$ cat src/rtl/msc_pkg.sv
package msc_pkg;

    typedef enum logic [2:0] {
        ST_CLEAR     = 3'd0,
        ST_WAIT_INIT = 3'd1,
        ST_LOAD      = 3'd2,
        ST_STARTUP   = 3'd3,
        ST_DONE      = 3'd4
    } ld_state_t;

endpackage

$ cat src/rtl/msc_sync.sv
module msc_sync #(
    parameter int   STAGES  = 2,
    parameter logic RST_VAL = 1'b0
) (
    input  logic clk,
    input  logic rst_n,
    input  logic d,
    output logic q
);
    logic [STAGES-1:0] chain;

    always_ff @(posedge clk or negedge rst_n) begin
        if (!rst_n) begin
            chain <= {STAGES{RST_VAL}};
        end else begin
            chain <= {chain[STAGES-2:0], d};
        end
    end

    assign q = chain[STAGES-1];
endmodule

$ cat src/rtl/msc_clkgen.sv
module msc_clkgen #(
    parameter int FAST_HALF = 4,
    parameter int SLOW_HALF = 32
) (
    input  logic clk,
    input  logic rst_n,
    input  logic en,
    input  logic slow_req,
    output logic cclk,
    output logic rise
);
    localparam int MAXH = (SLOW_HALF > FAST_HALF) ? SLOW_HALF : FAST_HALF;
    localparam int CW   = $clog2(MAXH + 1);

    logic          slow_q;
    logic          cclk_q;
    logic [CW-1:0] cnt;
    logic [CW-1:0] half_m1;
    logic          wrap;

    // rate frozen while the clock runs
    always_comb begin
        half_m1 = slow_q ? CW'(SLOW_HALF - 1) : CW'(FAST_HALF - 1);
    end

    assign wrap = (cnt == half_m1);
    assign rise = en && wrap && !cclk_q;

    always_ff @(posedge clk or negedge rst_n) begin
        if (!rst_n) begin
            cnt    <= '0;
            cclk_q <= 1'b0;
            slow_q <= 1'b0;
        end else if (!en) begin
            cnt    <= '0;
            cclk_q <= 1'b0;
            slow_q <= slow_req;
        end else if (wrap) begin
            cnt    <= '0;
            cclk_q <= ~cclk_q;
        end else begin
            cnt    <= cnt + 1'b1;
        end
    end

    assign cclk = cclk_q;
endmodule

$ cat src/rtl/msc_shifter.sv
module msc_shifter #(
    parameter int LOAD_BITS = 4096
) (
    input  logic       clk,
    input  logic       rst_n,
    input  logic       clr,
    input  logic       sample,
    input  logic       din,
    output logic [7:0] byte_data,
    output logic       byte_valid,
    output logic       last_bit
);
    localparam int BW = $clog2(LOAD_BITS + 1);

    logic [6:0]    part;
    logic [2:0]    pos;
    logic [BW-1:0] nbits;

    always_ff @(posedge clk or negedge rst_n) begin
        if (!rst_n) begin
            part       <= '0;
            pos        <= '0;
            nbits      <= '0;
            byte_data  <= '0;
            byte_valid <= 1'b0;
            last_bit   <= 1'b0;
        end else begin
            byte_valid <= 1'b0;
            last_bit   <= 1'b0;
            if (clr) begin
                part  <= '0;
                pos   <= '0;
                nbits <= '0;
            end else if (sample) begin
                part  <= {part[5:0], din};
                pos   <= pos + 1'b1;
                nbits <= nbits + 1'b1;
                if (pos == 3'd7) begin
                    byte_data  <= {part, din};
                    byte_valid <= 1'b1;
                end
                if (nbits == BW'(LOAD_BITS - 1)) begin
                    last_bit <= 1'b1;
                end
            end
        end
    end
endmodule

$ cat src/rtl/msc_loader.sv
module msc_loader
    import msc_pkg::*;
#(
    parameter int FAST_HALF      = 4,
    parameter int SLOW_HALF      = 32,
    parameter int LOAD_BITS      = 4096,
    parameter int CLEAR_CYCLES   = 256,
    parameter int STARTUP_CYCLES = 16,
    parameter int SYNC_STAGES    = 2
) (
    input  logic       clk,
    input  logic       rst_n,
    input  logic       prog_n,
    input  logic       slow_sel,
    input  logic       early_done,
    input  logic       init_in,
    input  logic       din,
    output logic       cclk,
    output logic       init_low,
    output logic       done,
    output logic [7:0] byte_data,
    output logic       byte_valid,
    output logic       load_done
);
    localparam int CCW = $clog2(CLEAR_CYCLES + 1);
    localparam int SCW = $clog2(STARTUP_CYCLES + 1);

    ld_state_t      state;
    ld_state_t      nxt;
    logic [CCW-1:0] clr_cnt;
    logic [SCW-1:0] su_cnt;

    logic prog_s;
    logic prog_prev;
    logic prog_fall;
    logic init_s;
    logic slow_s;
    logic clk_en;
    logic shift_clr;
    logic rise;
    logic last_bit;

    msc_sync #(.STAGES(SYNC_STAGES), .RST_VAL(1'b1)) u_sync_prog (
        .clk(clk), .rst_n(rst_n), .d(prog_n), .q(prog_s)
    );
    msc_sync #(.STAGES(SYNC_STAGES), .RST_VAL(1'b0)) u_sync_init (
        .clk(clk), .rst_n(rst_n), .d(init_in), .q(init_s)
    );
    msc_sync #(.STAGES(SYNC_STAGES), .RST_VAL(1'b0)) u_sync_rate (
        .clk(clk), .rst_n(rst_n), .d(slow_sel), .q(slow_s)
    );

    always_ff @(posedge clk or negedge rst_n) begin
        if (!rst_n) begin
            prog_prev <= 1'b1;
        end else begin
            prog_prev <= prog_s;
        end
    end

    assign prog_fall = prog_prev && !prog_s;

    msc_clkgen #(.FAST_HALF(FAST_HALF), .SLOW_HALF(SLOW_HALF)) u_clkgen (
        .clk(clk), .rst_n(rst_n), .en(clk_en), .slow_req(slow_s),
        .cclk(cclk), .rise(rise)
    );

    msc_shifter #(.LOAD_BITS(LOAD_BITS)) u_shifter (
        .clk(clk), .rst_n(rst_n), .clr(shift_clr), .sample(rise), .din(din),
        .byte_data(byte_data), .byte_valid(byte_valid), .last_bit(last_bit)
    );

    // state register
    always_ff @(posedge clk or negedge rst_n) begin
        if (!rst_n) begin
            state <= ST_CLEAR;
        end else begin
            state <= nxt;
        end
    end

    // phase counters
    always_ff @(posedge clk or negedge rst_n) begin
        if (!rst_n) begin
            clr_cnt <= '0;
            su_cnt  <= '0;
        end else begin
            if (state != ST_CLEAR || !prog_s) begin
                clr_cnt <= '0;
            end else begin
                clr_cnt <= clr_cnt + 1'b1;
            end
            if (state != ST_STARTUP) begin
                su_cnt <= '0;
            end else begin
                su_cnt <= su_cnt + 1'b1;
            end
        end
    end

    // next state
    always_comb begin
        nxt = state;
        if (prog_fall) begin
            nxt = ST_CLEAR;
        end else begin
            unique case (state)
                ST_CLEAR: begin
                    if (prog_s && clr_cnt == CCW'(CLEAR_CYCLES - 1)) begin
                        nxt = ST_WAIT_INIT;
                    end
                end
                ST_WAIT_INIT: begin
                    if (init_s) begin
                        nxt = ST_LOAD;
                    end
                end
                ST_LOAD: begin
                    if (last_bit) begin
                        nxt = ST_STARTUP;
                    end
                end
                ST_STARTUP: begin
                    if (su_cnt == SCW'(STARTUP_CYCLES - 1)) begin
                        nxt = ST_DONE;
                    end
                end
                ST_DONE: nxt = ST_DONE;
                default: nxt = ST_CLEAR;
            endcase
        end
    end

    // outputs
    always_comb begin
        init_low  = 1'b0;
        done      = 1'b0;
        load_done = 1'b0;
        clk_en    = 1'b0;
        shift_clr = 1'b0;
        unique case (state)
            ST_CLEAR: begin
                init_low  = 1'b1;
                shift_clr = 1'b1;
            end
            ST_WAIT_INIT: begin
                shift_clr = 1'b0;
            end
            ST_LOAD: begin
                clk_en = 1'b1;
            end
            ST_STARTUP: begin
                done = early_done;
            end
            ST_DONE: begin
                done      = 1'b1;
                load_done = 1'b1;
            end
            default: begin
                init_low  = 1'b1;
                shift_clr = 1'b1;
            end
        endcase
    end
endmodule

$ cat config.mk
export PLATFORM = sky130hd
export DESIGN_NAME = msc_loader
export DESIGN_NICKNAME = d
export VERILOG_FILES = /design/src/rtl/msc_pkg.sv /design/src/rtl/msc_sync.sv /design/src/rtl/msc_clkgen.sv /design/src/rtl/msc_shifter.sv /design/src/rtl/msc_loader.sv
export SDC_FILE = /design/constraint.sdc
export NUM_CORES = 1
export LEC_CHECK = 0
export ABC_CLOCK_PERIOD_IN_PS = 5350
export BUFFER_PORTS_ARGS = -buffer_cell sky130_fd_sc_hd__buf_2
export CAP_MARGIN = 20
export CORE_MARGIN = 2
export CORE_UTILIZATION = 25
export DETAILED_ROUTE_END_ITERATION = 10
export REMOVE_ABC_BUFFERS = 1
export SLEW_MARGIN = 20
export SYNTH_ARGS = -nofsm -noshare
export SYNTH_HDL_FRONTEND = slang
export SYNTH_HIERARCHICAL = 1
export SYNTH_SLANG_ARGS = --single-unit
$ cat constraint.sdc
create_clock -name clk -period 5.35 [get_ports clk]
set_clock_uncertainty 0.15 [all_clocks]
set_input_delay 0.2675 -clock clk [delete_from_list [all_inputs] [get_ports clk]]
set_output_delay 0.2675 -clock clk [all_outputs]
set_load 0.05 [all_outputs]
# == Word level (Yosys, flattened, before mapping) ==
# Cells that the tools add are included.
# word_totals
register_bits,65
inputBits,7
out_inout_bits,13
# op_classes
n_mux,29
n_eq_ne,16
reduce_logical,12
bitwise,1
n_addsub,5
# ops
operator,count
13-bit 2-to-1 mux,2
3-bit 2-to-1 mux,7
3-bit one-hot mux with 5 select lines,1
7-bit 2-to-1 mux,2
13-bit by 1-bit adder with 13-bit output (second input constant),1
13-bit by 12-bit == test with 1-bit output (second input constant),1
6-bit 2-to-1 mux,2
1-bit 2-to-1 mux,11
5-bit 2-to-1 mux,2
9-bit by 1-bit adder with 9-bit output (second input constant),1
9-bit by 8-bit == test with 1-bit output (second input constant),1
9-bit 2-to-1 mux,1
3-bit by 2-bit != test with 1-bit output (second input constant),3
6-bit by 1-bit adder with 6-bit output (second input constant),1
3-bit by 2-bit == test with 1-bit output (second input constant),2
3-bit == test (second input constant),2
6-bit == test,1
3-bit != test (second input constant),2
5-bit by 1-bit adder with 5-bit output (second input constant),1
5-bit by 4-bit == test with 1-bit output (second input constant),1
1-bit logical AND,4
4-bit AND reduction,1
4-bit OR reduction,1
3-bit by 1-bit adder with 3-bit output (second input constant),1
other kinds (10),11

# == Longest topological paths before layout ==
# depth
word_depth,6
depth_mapped,9
depth_no_buf,7

# == By module ==
# The synthesis kept the hierarchy.
# by_module_without_submodules
module,area_each_um2,n_inst,cells_per_inst
msc_shifter,1447.6,1,121
msc_loader,877.1,1,86
msc_clkgen,381.6,1,33
msc_sync (u_sync_init ...),50.0,2,2
msc_sync (u_sync_prog),52.6,1,2

# == Least setup slack after synthesis ==
# No wires, ideal clock.
# synth_path
kind,register to register
startpoint,register state[0]
endpoint,register u_shifter.byte_data[0]
slack_ns,2.603
path_stages_with_launch,7
path_buffers,2
synth_period_minus_slack_ns,2.747
required_time_ns,5.075
setup_time_ns,0.125
t_arrival_ns,2.472
path_cell_list,dfrtp_1 > buf_2 > nor2_1 > xor2_1 > clkbuf_1 > nand3b_1 > mux2_2
# synth_between
elab_chain_len,5
# synth_lines
element,line,text
"start, declared",msc_loader.sv:28,ld_state_t state;
"start signal, assigned",msc_loader.sv:78,state <= nxt;
3-bit by 2-bit == test with 1-bit output,msc_loader.sv:141,unique case (state)
1-bit 2-to-1 mux,msc_loader.sv:141,
1-bit logical AND (2 in series),msc_clkgen.sv:27,assign rise = en && wrap && !cclk_q;
3-bit AND reduction (no source line) *,--,
"end signal, assigned",msc_shifter.sv:39,"byte_data <= {part, din};"
"end, declared",msc_shifter.sv:9,"output logic [7:0] byte_data,"
# Mark *: on every way between the ends. The rest lies on a longest branch, timed or not.
# A chain may end at the register's enable or synchronous reset.

# == Final worst setup path ==
# layout_path
startpoint,register state[2]
endpoint,register u_shifter.byte_data[7]
# layout_between
elab_chain_len,5
# layout_lines
element,line,text
3-bit by 2-bit == test with 1-bit output,msc_loader.sv:141,
1-bit 2-to-1 mux,msc_loader.sv:141,
via clk_en,msc_loader.sv:38,logic clk_en;
1-bit logical AND (2 in series),msc_clkgen.sv:27,
via rise,msc_loader.sv:40,logic rise;
3-bit AND reduction (no source line),--,
# The timed path passes the listed nets, and every way through them passes these cells.

==> metrics.txt <==
Comb pwr share 0.021; Avg WL per Cell 11.7 um; layout cell share with drive strength beyond 1 0.201; Clock power frac 0.495; Yosys top cell by area dfrtp_1; worst-margin pin slew 1.02 ns; Layout Utilization 0.304; GRT Total Usage 0.0864; period utilization 0.619; Mean Syn Cell Area 11.6 um2; initial drt markers 122; Int Pwr 831 uW; synth cell count leaders 62 x dfrtp_1, 28 x nor2_1, 13 x mux2i_1, 11 x a21oi_1, 11 x nand2_1; critical path class reg2reg; Synth Register Bits 65; sequential cell area 0.00163 mm2; clock period minus final worst setup slack 3.31 ns; vias in the first global route 1858; final worst slack 2.04 ns; Min-Delay Path Class in2async; Sink Count 65; first-pass GRT wire length 8650 um; clock slew at reported path FFs 0.05 ns; Static Leak 0.00150 uW; Slew headroom 0.316; cell count after synthesis 246; crit path capture type register; WL final 4930 um; chip width 111 um; register area share after synthesis 0.570; Setup TNS Final 0 ns; grt ovf 0; Ports 20; initial antenna violation count 0; Max Fclk 302 MHz; Root Buffer clkbuf_16; dpl hpwl 3270 um; Synth top area share 0.543; Ant. Diodes 0; failing checks hold timing; vias per cell 4.42; detailed-route via count 1866; largest fanout on the critical path 16; die footprint 0.0123 mm2; Nets 289; Synth cell types 41; most frequent cell after synthesis dfrtp_1; Fill cells 1131; Yosys warning count 6; DRT antenna net count 0; clk_lat worst skew 0.32 ns; sequential power share 0.484; Hold Slack -0.0219 ns; core area 0.0113 mm2; H-tree level count 3; largest net degree at the start of global routing 66; TritonCTS clock tree yes; Num CTS Buffers 9; Rows 39; Max IR drop VDD 0.000169 V; starting density of the core 0.254; arrival time worst endpoint 3.36 ns; Final Hold Vio Count 62; EDFF count, synth 0; first-pass detailed-route iteration total 4; sw frac 0.200; RSZ-0062 raised after global routing no; cell area after synthesis 0.00286 mm2; clk buf depth 2; status finished, violations left; synth top area cells dfrtp_1 54%, mux2i_1 4.6%, mux2_2 3.9%; worst path required time 5.40 ns; Area growth syn-to-layout 19.9%; count of final setup violators 0; Slew Viols, Final 0; area of the multi-input gates 0.00119 mm2; worst slack, placed 2.02 ns; predominant post-synthesis flop cell dfrtp_1; Critical Path Source Type register; fraction of registers with async set or reset after synthesis 1.00; Post-CTS Setup Bufs 0; DRC 0; NetSw 207 uW; gpl congestion 0.771; die height 111 um; Power per Cell Area 303 mW/mm2; max-cap check violation count 0; # port buffers 19
cell families after synthesis:
family | synth area share
muxes | 0.0849
adders and majority gates | 0.0350
and+or+nand+nor | 0.186
AOI/OAI and AO/OA | 0.0652
buffers and inverters | 0.0193
DFF | 0.570
xor gates and xnor gates | 0.0398
cell usage in the layout (no fill, tap or decap), drive strengths merged, types with 4 or more instances in the layout:
| master | instances |
|---|---|
| dfrtp | 62 |
| nor2 | 28 |
| buf | 21 |
| clkbuf | 15 |
| mux2i | 13 |
| nand2 | 12 |
| a21oi | 12 |
| nand3 | 10 |
| mux2 | 10 |
| ha | 8 |
| xor2 | 8 |
| or3 | 8 |
| o21ai | 7 |
| nand4 | 7 |
| inv | 6 |
| nor3 | 6 |
| xnor2 | 5 |
| or4 | 5 |
| o31ai | 4 |
registers in the layout, indices dropped and copies added, names as in the netlist, 3 cells and up:
register             count
clr_cnt                  9
u_shifter/pos            3
su_cnt                   5
u_shifter/part           7
u_shifter/byte_data      8
state                    3
u_clkgen/cnt             6
u_shifter/nbits         13
path summary, 6_finish.rpt:
path	slack, ns	endpoint	from	cells after the start
worst max-delay path	2.04	u_shifter/byte_data[7]	state[2]	6
worst min-delay path	-0.02	u_shifter/part[2]	rst_n	2
max in group asynchronous	4.57	u_shifter/nbits[0]	rst_n	2
min in group clk	0.05	u_shifter/byte_data[0]	din	2
worst max register to register	2.04	u_shifter/byte_data[7]	state[2]	6
worst min register to register	0.20	u_sync_init/chain[1]	u_sync_init/chain[0]	0
worst max-delay path, stage by stage (launching register included):
cell      delay [ns]
dfrtp_1         0.47
nor2b_1         0.28
nor2b_1         0.32
nand2b_1        0.16
a211oi_4        0.82
nand3b_1        0.56
mux2_2          0.44
layout make-up:
| type | instances | share of cell area |
|---|---|---|
| timing repair buffer | 24 | 0.0409 |
| sequential | 65 | 0.476 |
| clock inverter | 1 | 0.00146 |
| clock buffer | 15 | 0.0752 |
| tap | 143 | 0.0522 |
| inverter | 6 | 0.00657 |
| multi-input combinational | 168 | 0.348 |
repair_timing:
| action | in CTS | in global routing |
|---|---|---|
| gates resized for setup | 0 | 0 |
| hold buffers | 3 | 0 |
| setup endpoints to repair | 0 | 0 |
| hold endpoints to repair | 3 | 0 |
power by group through the flow:
| stage | combinational [uW] | sequential, uW | clock [uW] |
|---|---|---|---|
| 2_1_floorplan | 5.64 | 511 | 0 |
| 3_3_place_gp | 21.3 | 510 | 0 |
| 3_5_place_dp | 21.6 | 511 | 0 |
| 4_1_cts | 23.2 | 502 | 529 |
| 5_1_grt | 25.9 | 503 | 550 |
| 6_report | 21.9 | 503 | 514 |
layer usage:
metal / up-vias / GRT usage / share of wire
li1: 922 / - / -
met4: 0 / 0.0475 / 0.019
met3: 7 / 0.0208 / 0.033
met2: 26 / 0.125 / 0.43
met1: 911 / 0.119 / 0.52
met5: - / 0 / 0
metrics by stage:
| step | power, uW | std cells | cell area (um2) |
|---|---|---|---|
| final | 1040 | 422 | 3430 |
| after global routing | 1080 | 422 | 3430 |
| after CTS | 1050 | 422 | 3430 |
| after detailed placement | 532 | 403 | 3140 |
| after global placement | 532 | 403 | 3140 |
| after floorplan | 517 | 239 | 2830 |
Power figures use the tool's default switching activity.
